`src/rtl/sfs_pkg.sv`:
```
package sfs_pkg;
   // direction field value (operation word bit 0)
   typedef enum logic {
      SFS_DIR_RX = 1'b0,
      SFS_DIR_TX = 1'b1
   } sfs_dir_e;

   // bit position of the direction field in the operation word
   localparam int SFS_DIR_POS = 0;
   // lowest bit of the byte-count-minus-one field
   localparam int SFS_CNT_LSB = 1;
   // bits per byte lane
   localparam int SFS_LANE_W  = 8;
endpackage

```
`src/rtl/sfs_halfclk.sv`:
```
module sfs_halfclk #(
   parameter int HALF = 1
) (
   input  logic clk,
   input  logic rst_n,
   input  logic run,
   output logic tick
);
   initial begin
      assert (HALF >= 1) else $error("sfs_halfclk: HALF must be at least 1");
   end

   generate
      if (HALF == 1) begin : g_direct
         assign tick = run;
      end else begin : g_count
         localparam int CW = $clog2(HALF);
         logic [CW-1:0] cnt_q;

         always_ff @(posedge clk or negedge rst_n) begin
            if (!rst_n)                          cnt_q <= '0;
            else if (!run)                       cnt_q <= '0;
            else if (cnt_q == CW'(HALF - 1))     cnt_q <= '0;
            else                                 cnt_q <= cnt_q + 1'b1;
         end

         assign tick = run && (cnt_q == CW'(HALF - 1));
      end
   endgenerate
endmodule

```
`src/rtl/sfs_engine.sv`:
```
module sfs_engine #(
   parameter int BIT_W = 5,
   parameter int HALF  = 1
) (
   input  logic             clk,
   input  logic             rst_n,
   input  logic             start,
   input  logic             cont_in,
   input  logic [BIT_W-1:0] last_idx,
   output logic             busy,
   output logic             sck,
   output logic             cs_n,
   output logic [BIT_W-1:0] bit_idx,
   output logic             sample
);
   logic             tick;
   logic             cont_q;
   logic [BIT_W-1:0] last_q;

   sfs_halfclk #(.HALF(HALF)) u_halfclk (
      .clk  (clk),
      .rst_n(rst_n),
      .run  (busy),
      .tick (tick)
   );

   always_ff @(posedge clk or negedge rst_n) begin
      if (!rst_n) begin
         busy    <= 1'b0;
         sck     <= 1'b0;
         cs_n    <= 1'b1;
         bit_idx <= '0;
         cont_q  <= 1'b0;
         last_q  <= '0;
      end else if (start && !busy) begin
         busy    <= 1'b1;
         sck     <= 1'b0;
         cs_n    <= 1'b0;
         bit_idx <= '0;
         cont_q  <= cont_in;
         last_q  <= last_idx;
      end else if (busy && tick) begin
         if (!sck) begin
            sck <= 1'b1;
         end else begin
            sck <= 1'b0;
            if (bit_idx == last_q) begin
               busy <= 1'b0;
               cs_n <= ~cont_q;
            end else begin
               bit_idx <= bit_idx + 1'b1;
            end
         end
      end
   end

   assign sample = busy && tick && !sck;

   AST_SCK_IDLE_LOW: assert property (@(posedge clk) disable iff (!rst_n)
      !busy |-> !sck);

   AST_CS_HELD_WHILE_BUSY: assert property (@(posedge clk) disable iff (!rst_n)
      busy |-> !cs_n);

   AST_CS_RELEASE_AT_END: assert property (@(posedge clk) disable iff (!rst_n)
      $rose(cs_n) |-> $fell(busy));

   AST_IDX_BOUNDED: assert property (@(posedge clk) disable iff (!rst_n)
      busy |-> (bit_idx <= last_q));
endmodule

```
`src/rtl/sflash_shifter.sv`:
```
module sflash_shifter #(
   parameter int WORD_BYTES = 4,
   parameter int CLK_DIV    = 2
) (
   input  logic                      clk,
   input  logic                      rst_n,
   input  logic                      data_wr,
   input  logic                      op_wr,
   input  logic [WORD_BYTES*8-1:0]   wdata,
   output logic [WORD_BYTES*8-1:0]   data_q,
   output logic                      busy,
   output logic                      spi_sck,
   output logic                      spi_mosi,
   output logic                      spi_cs_n,
   input  logic                      spi_miso
);
   import sfs_pkg::*;

   localparam int WORD_W   = WORD_BYTES * SFS_LANE_W;
   localparam int BIT_W    = $clog2(WORD_W);
   localparam int CNT_W    = $clog2(WORD_BYTES);
   localparam int CONT_POS = SFS_CNT_LSB + CNT_W;
   localparam int HALF     = CLK_DIV / 2;

   initial begin
      assert (WORD_BYTES >= 2 && (WORD_BYTES & (WORD_BYTES - 1)) == 0)
         else $error("sflash_shifter: WORD_BYTES must be a power of two >= 2");
      assert (CLK_DIV >= 2 && CLK_DIV % 2 == 0)
         else $error("sflash_shifter: CLK_DIV must be even and >= 2");
      assert (CONT_POS < WORD_W)
         else $error("sflash_shifter: operation fields exceed the word");
   end

   logic             start;
   logic             dir_tx_q;
   logic [CNT_W-1:0] op_cnt;
   logic [BIT_W-1:0] last_idx;
   logic [BIT_W-1:0] bit_idx;
   logic [BIT_W-1:0] sel;
   logic             sample;

   assign start    = op_wr && !busy;
   assign op_cnt   = wdata[SFS_CNT_LSB +: CNT_W];
   assign last_idx = {op_cnt, 3'b111};
   // lane-major, MSB-first bit order inside each byte
   assign sel      = bit_idx ^ BIT_W'(SFS_LANE_W - 1);

   sfs_engine #(.BIT_W(BIT_W), .HALF(HALF)) u_engine (
      .clk     (clk),
      .rst_n   (rst_n),
      .start   (start),
      .cont_in (wdata[CONT_POS]),
      .last_idx(last_idx),
      .busy    (busy),
      .sck     (spi_sck),
      .cs_n    (spi_cs_n),
      .bit_idx (bit_idx),
      .sample  (sample)
   );

   always_ff @(posedge clk or negedge rst_n) begin
      if (!rst_n)     dir_tx_q <= 1'b0;
      else if (start) dir_tx_q <= wdata[SFS_DIR_POS];
   end

   always_ff @(posedge clk or negedge rst_n) begin
      if (!rst_n) begin
         data_q <= '0;
      end else if (start && (wdata[SFS_DIR_POS] == SFS_DIR_RX)) begin
         data_q <= '0;
      end else if (data_wr && !busy) begin
         data_q <= wdata;
      end else if (sample && (dir_tx_q == SFS_DIR_RX)) begin
         data_q[sel] <= spi_miso;
      end
   end

   assign spi_mosi = busy && (dir_tx_q == SFS_DIR_TX) && data_q[sel];

   AST_TX_DATA_HOLD: assert property (@(posedge clk) disable iff (!rst_n)
      (busy && dir_tx_q) |=> $stable(data_q));

   AST_BUSY_OP_IGNORED: assert property (@(posedge clk) disable iff (!rst_n)
      (busy && op_wr) |=> $stable(dir_tx_q));

   AST_MOSI_IDLE_LOW: assert property (@(posedge clk) disable iff (!rst_n)
      !busy |-> !spi_mosi);

   AST_MOSI_STABLE_HIGH: assert property (@(posedge clk) disable iff (!rst_n)
      (busy && $past(busy) && spi_sck) |-> $stable(spi_mosi));
endmodule

```
`config.mk`:
```
export PLATFORM = sky130hd
export DESIGN_NAME = sflash_shifter
export DESIGN_NICKNAME = d
export VERILOG_FILES = /design/src/rtl/sfs_pkg.sv /design/src/rtl/sfs_halfclk.sv /design/src/rtl/sfs_engine.sv /design/src/rtl/sflash_shifter.sv
export SDC_FILE = /design/constraint.sdc
export NUM_CORES = 1
export LEC_CHECK = 0
export BUFFER_PORTS_ARGS = -buffer_cell sky130_fd_sc_hd__buf_4
export CORE_MARGIN = 2
export CORE_UTILIZATION = 42
export CTS_BUF_LIST = sky130_fd_sc_hd__clkbuf_16
export CTS_CLUSTER_SIZE = 14
export DETAILED_ROUTE_END_ITERATION = 8
export HOLD_SLACK_MARGIN = 0.12
export MAX_ROUTING_LAYER = met4
export PLACE_DENSITY_LB_ADDON = 0.1
export SLEW_MARGIN = 20
export SYNTH_ARGS = -nofsm -noshare
export SYNTH_HDL_FRONTEND = slang
export SYNTH_SLANG_ARGS = --single-unit
```
`constraint.sdc`:
```
create_clock -name clk -period 2.18 [get_ports clk]
set_input_delay 0.218 -clock clk [delete_from_list [all_inputs] [get_ports clk]]
set_output_delay 0.218 -clock clk [all_outputs]
set_load 0.03 [all_outputs]
```
# == Word level (Yosys, flattened, before mapping) ==
# Index checks and enable logic that the tools add are counted.
# totals
reg_bits,47
inputBits,37
out_inout_bits,36
wordCells,57
# classes
add_sub_neg,1
n_lt_le_gt_ge,2
eq_ne,2
muxes,23
bitwise_logic,4
n_reduce_logical,17
# op_table
operator,n
$mux 32,3
$bwmux 32,1
$mux 5,4
$mux 1,13
$logic_and 1x1->1,9
$lt 5x6->1 const B,1
$reduce_and 3->1,2
$reduce_bool 2->1,3
$add 5x1->5 const B,1
$bmux 1 s5,1
$demux 1 s5,1
$eq 5x5->1,1
$ge 5x1->1 const B,1
$not 1->1,3
$not 3->3,1
$reduce_bool 3->1,1
$logic_not 1->1,2
$ne 2x1->1 const B,1

# == Logic depth before layout (Yosys ltp) ==
# depth
depth_word,9
ltp_mapped,9
depth_no_buf,6

# == Modules after synthesis ==
# A second synthesis with hierarchy kept.
# unflattened
hier_cells,324
hier_area_um2,2995.4
# by_module_without_submodules
mod,n_inst,cells_each,area_each_um2,seq_area_each_um2
sflash_shifter,1,247,2225.9,825.8
sfs_engine,1,76,762.0,351.6
sfs_halfclk,1,1,7.5,0.0

# == Worst setup path before layout ==
# No wires, ideal clock.
# synth_timing
path_kind,register to output
startpoint,register u_engine.bit_idx[1]
endpoint,output spi_mosi
t_arrival_ns,1.723
required_time_ns,1.962
slack_ns,0.239
path_stages_with_launch,7
path_buffers,2
cell_sequence,dfrtp_1 buf_4 buf_6 mux2i_1 o221ai_1 o31ai_1 a41oi_1
# synth_via
elab_chain_cells,4
# synth_rtl
element,line_no,rtl
start: declaration,sfs_engine.sv:13,"output logic [BIT_W-1:0] bit_idx,"
start signal: assignment,sfs_engine.sv:51,bit_idx <= bit_idx + 1'b1;
$not 3->3 (no line),n/a,
$bmux 1 s5,sflash_shifter.sv:78,assign spi_mosi = busy && (dir_tx_q == SFS_DIR_TX) && data_q[sel];
$mux 1 (not written as such),sflash_shifter.sv:78,
$logic_and 1x1->1,sflash_shifter.sv:78,
end: declaration,sflash_shifter.sv:13,"output logic spi_mosi,"
# No other way between the ends. The select of a mux whose other input is x is not followed.

# == Final worst setup path ==
# layout_timing
startpoint,register u_engine.bit_idx[4]
endpoint,output spi_mosi
# layout_via
elab_chain_cells,3
# layout_rtl
element,line_no
$bmux 1 s5,sflash_shifter.sv:78
$mux 1 (not written as such),sflash_shifter.sv:78
$logic_and 1x1->1,sflash_shifter.sv:78
# No other way between the ends. The select of a mux whose other input is x is not followed.

==> results.json <==
{
  "antenna_found_initial": 0,
  "post_synth_num_cell_types": 56,
  "die_y_um": 90.7,
  "crit_arrival_ns": 1.89,
  "post_synth_most_frequent_cells": "sky130_fd_sc_hd__nand2_1, sky130_fd_sc_hd__dfrtp_1, sky130_fd_sc_hd__nand3_1, sky130_fd_sc_hd__a21oi_1, sky130_fd_sc_hd__mux2_2",
  "cts_tree": "built",
  "grtUsageMet2_pct": 36.4,
  "layout_min_cycle_time_ns": 2.11,
  "i_o_pin_cnt": 73,
  "fin_worst_hold_slack_ns": 0.144,
  "cpMostUsedCell": "sky130_fd_sc_hd__buf_4",
  "flow.area_growth_from_synthesis_pct": 27.8,
  "groute.layer.met3.usage_pct": 4.59,
  "crit_type": "register to primary output",
  "worst_setup_hold_path_clk_slew_ns": 0.06,
  "setup_viol": 0,
  "detailedRoute.firstIterationViolations": 223,
  "synth.yosys.seq_area_share_pct": 35.7,
  "wl_um": 9850,
  "grt_pass1_vias": 2913,
  "finalWeightedCongestion": 0.862,
  "ys_async_sr_fraction_pct": 100,
  "synth_flop_cell": "sky130_fd_sc_hd__dfrtp_1",
  "leakagePower_uw": 0.00181,
  "htree_num_levels": 2,
  "cts_made_buffers": 5,
  "power.total_uw": 5140,
  "synth_top_area_share_pct": 34.9,
  "power-per-cell-area_nw_per_um2": 1280,
  "layout-drive-gt1-share_pct": 34.8,
  "yosysWarnings": 0,
  "gr-total-overflow": 0,
  "post-synth-top-count-cell": "sky130_fd_sc_hd__nand2_1",
  "worst_ep_required_time_ns": 1.96,
  "place_hpwl_um": 6940,
  "worst-slew-pin-transition_ns": 0.613,
  "global_route.peak_usage_layer": "met2",
  "syn_nets": 399,
  "num_vias": 3037,
  "antenna_cells": 0,
  "postRouteAntennaNets": 0,
  "ctsRootBufferMaster": "sky130_fd_sc_hd__clkbuf_16",
  "slew_headroom_pct": 59.1,
  "netlist.top_cell.by_area": "sky130_fd_sc_hd__dfrtp_1",
  "dr.pass1.iters": 5,
  "insertion_delay_ns": 0.29,
  "port_buffers": 72,
  "critical_path.cell_chain": "buf_4 -> nand3b_1 -> nor3_1 -> a211oi_1 -> a41oi_1 -> buf_4",
  "finalClockSkew_ns": 0.00511,
  "worstSetupEndpointType": "primary output",
  "die_area_um2": 8220,
  "flops_latches_synth": 45,
  "netlist_area_um2": 3150,
  "design.core.area_um2": 7250,
  "syn_avg_cell_area_um2": 8.81,
  "regToRegSetupSlack_ns": 0.22,
  "nNetsFinal": 475,
  "outcome": "finished clean",
  "grt_use_met1_pct": 33.8,
  "setup_tns_ns": 0,
  "cp-start-kind": "register",
  "rows": 31,
  "share_of_the_clock_period_used_by_the_worst_path_after_layout_pct": 96.8,
  "report.final.hold_viol_count": 0,
  "slowest_cell_delay_on_critical_path_ns": 0.46,
  "cts_sinks": 45,
  "floorplan.initialDensity_pct": 43.5,
  "die_x_um": 90.7,
  "grt_first_pass_wirelength_um": 15500,
  "worstPathBufferInverterCount": 2,
  "largest_net_degree_at_the_start_of_global_routing": 46,
  "detail_route.wl_per_cell_um": 18.5,
  "main_area_contributors_after_synthesis": "sky130_fd_sc_hd__dfrtp_1, sky130_fd_sc_hd__mux2_2, sky130_fd_sc_hd__nand2_1, sky130_fd_sc_hd__nand3_1, sky130_fd_sc_hd__a21oi_1",
  "ir_drop_v": 0.000510,
  "critical_path.max_fanout": 6,
  "hp-class": "input pin to register",
  "vias_per_cell": 5.70,
  "maxCapViolations": 0,
  "synth-edff-count": 0,
  "worst_path_max_delay_cell": "sky130_fd_sc_hd__dfrtp_2",
  "fmax_mhz": 474,
  "remaining_drc_errors": 0,
  "cts_buffer_depth": 2,
  "cp_top_family": "flip-flops",
  "groute.usage.overall_pct": 24.3,
  "drv_slew": 0,
  "synthCells": 358,
  "grt_setup_unrepaired": "false"
}
-- path summary, 6_finish.rpt --
| path | from | to | cells after the start |
|---|---|---|---|
| max | u_engine.bit_idx[4] | spi_mosi | 6 |
| min | wdata[1] | u_engine.last_q[3] | 3 |
| max reg2reg | u_engine.sck | data_q[25] | 4 |
| min reg2reg | u_engine.cont_q | u_engine.cont_q | 2 |
| max in group asynchronous | rst_n | u_engine.bit_idx[2] | 2 |
| min in group asynchronous | rst_n | data_q[24] | 2 |
-- kinds of logic (layout without fill, tap and decap cells) --
| group | count (synthesis) | in the layout | synth area share (%) |
|---|---|---|---|
| and+or+nand+nor | 141 | 141 | 24.1 |
| AOI/OAI and AO/OA | 88 | 88 | 16.9 |
| adders and majority gates | 4 | 4 | 1.59 |
| DFF | 45 | 45 | 35.7 |
| xor gates and xnor gates | 2 | 2 | 0.555 |
| buffers and inverters | 32 | 108 | 5.32 |
| muxes | 46 | 46 | 15.8 |
-- tightest hold or removal path, cell delays in order --
cell and delay [ns]:
sky130_fd_sc_hd__buf_4 0.09, sky130_fd_sc_hd__nand2_1 0.04, sky130_fd_sc_hd__nand2_1 0.05
-- routing by layer --
metal / vias to the layer above / share of wire, %
met4: 0 / 1.1
met5: - / 0
met2: 138 / 46
li1: 1449 / -
met3: 14 / 7.1
met1: 1436 / 46
-- cell usage in the layout (no fill, tap or decap), types with 5 or more instances in the layout --
cell	n
sky130_fd_sc_hd__a21oi_1	34
sky130_fd_sc_hd__buf_4	97
sky130_fd_sc_hd__clkbuf_16	5
sky130_fd_sc_hd__dfrtp_1	40
sky130_fd_sc_hd__mux2_2	27
sky130_fd_sc_hd__mux2i_1	12
sky130_fd_sc_hd__nand2_1	53
sky130_fd_sc_hd__nand2b_1	9
sky130_fd_sc_hd__nand3_1	35
sky130_fd_sc_hd__nor2b_1	5
sky130_fd_sc_hd__o21ai_0	19
sky130_fd_sc_hd__o21ai_1	7
-- report_power, final --
part,switching [uW],leakage [uW],total (uW),internal [uW]
logic,1700,0.00115,2930,1230
registers,340,0.000586,1500,1160
clock network,305,0.0000685,715,410
total,2350,0.00181,5140,2800
-- stage by stage --
stage          worst slack (ns)  utilization [%]  std cells  area (um2)
6_report                 0.0704             55.6        533        4030
3_3_place_gp              0.236             52.4        516        3800
2_1_floorplan             0.239                -        358        3150
5_1_grt                 0.00134             55.6        533        4030
3_5_place_dp              0.232             52.4        516        3800
4_1_cts                  0.0321             54.4        524        3950
-- state kept, by name, indices dropped and copies added, names as in the netlist --
name / count
data_q: 32
u_engine.bit_idx: 5
u_engine.last_q: 3
dir_tx_q: 1
u_engine.busy: 1
u_engine.cont_q: 1
u_engine.cs_n: 1
u_engine.sck: 1
-- timing repair --
| action | CTS | global route |
|---|---|---|
| hold buffers | 1 | 0 |
| gates resized for setup | 3 | 7 |
| setup endpoints to repair | 1 | 1 |
| buffers inserted | 0 | 9 |
| hold endpoints to repair | 44 | 0 |
-- cell type report --
cell class / count / area, um2
sequential: 45 / 1130
fill: 698 / 3220
clock buffer: 5 / 125
multi-input combinational: 281 / 1880
timing repair buffer: 99 / 758
tap: 99 / 124
clock inverter: 2 / 7.51
inverter: 2 / 7.51
(Power assumes the default switching activity.)
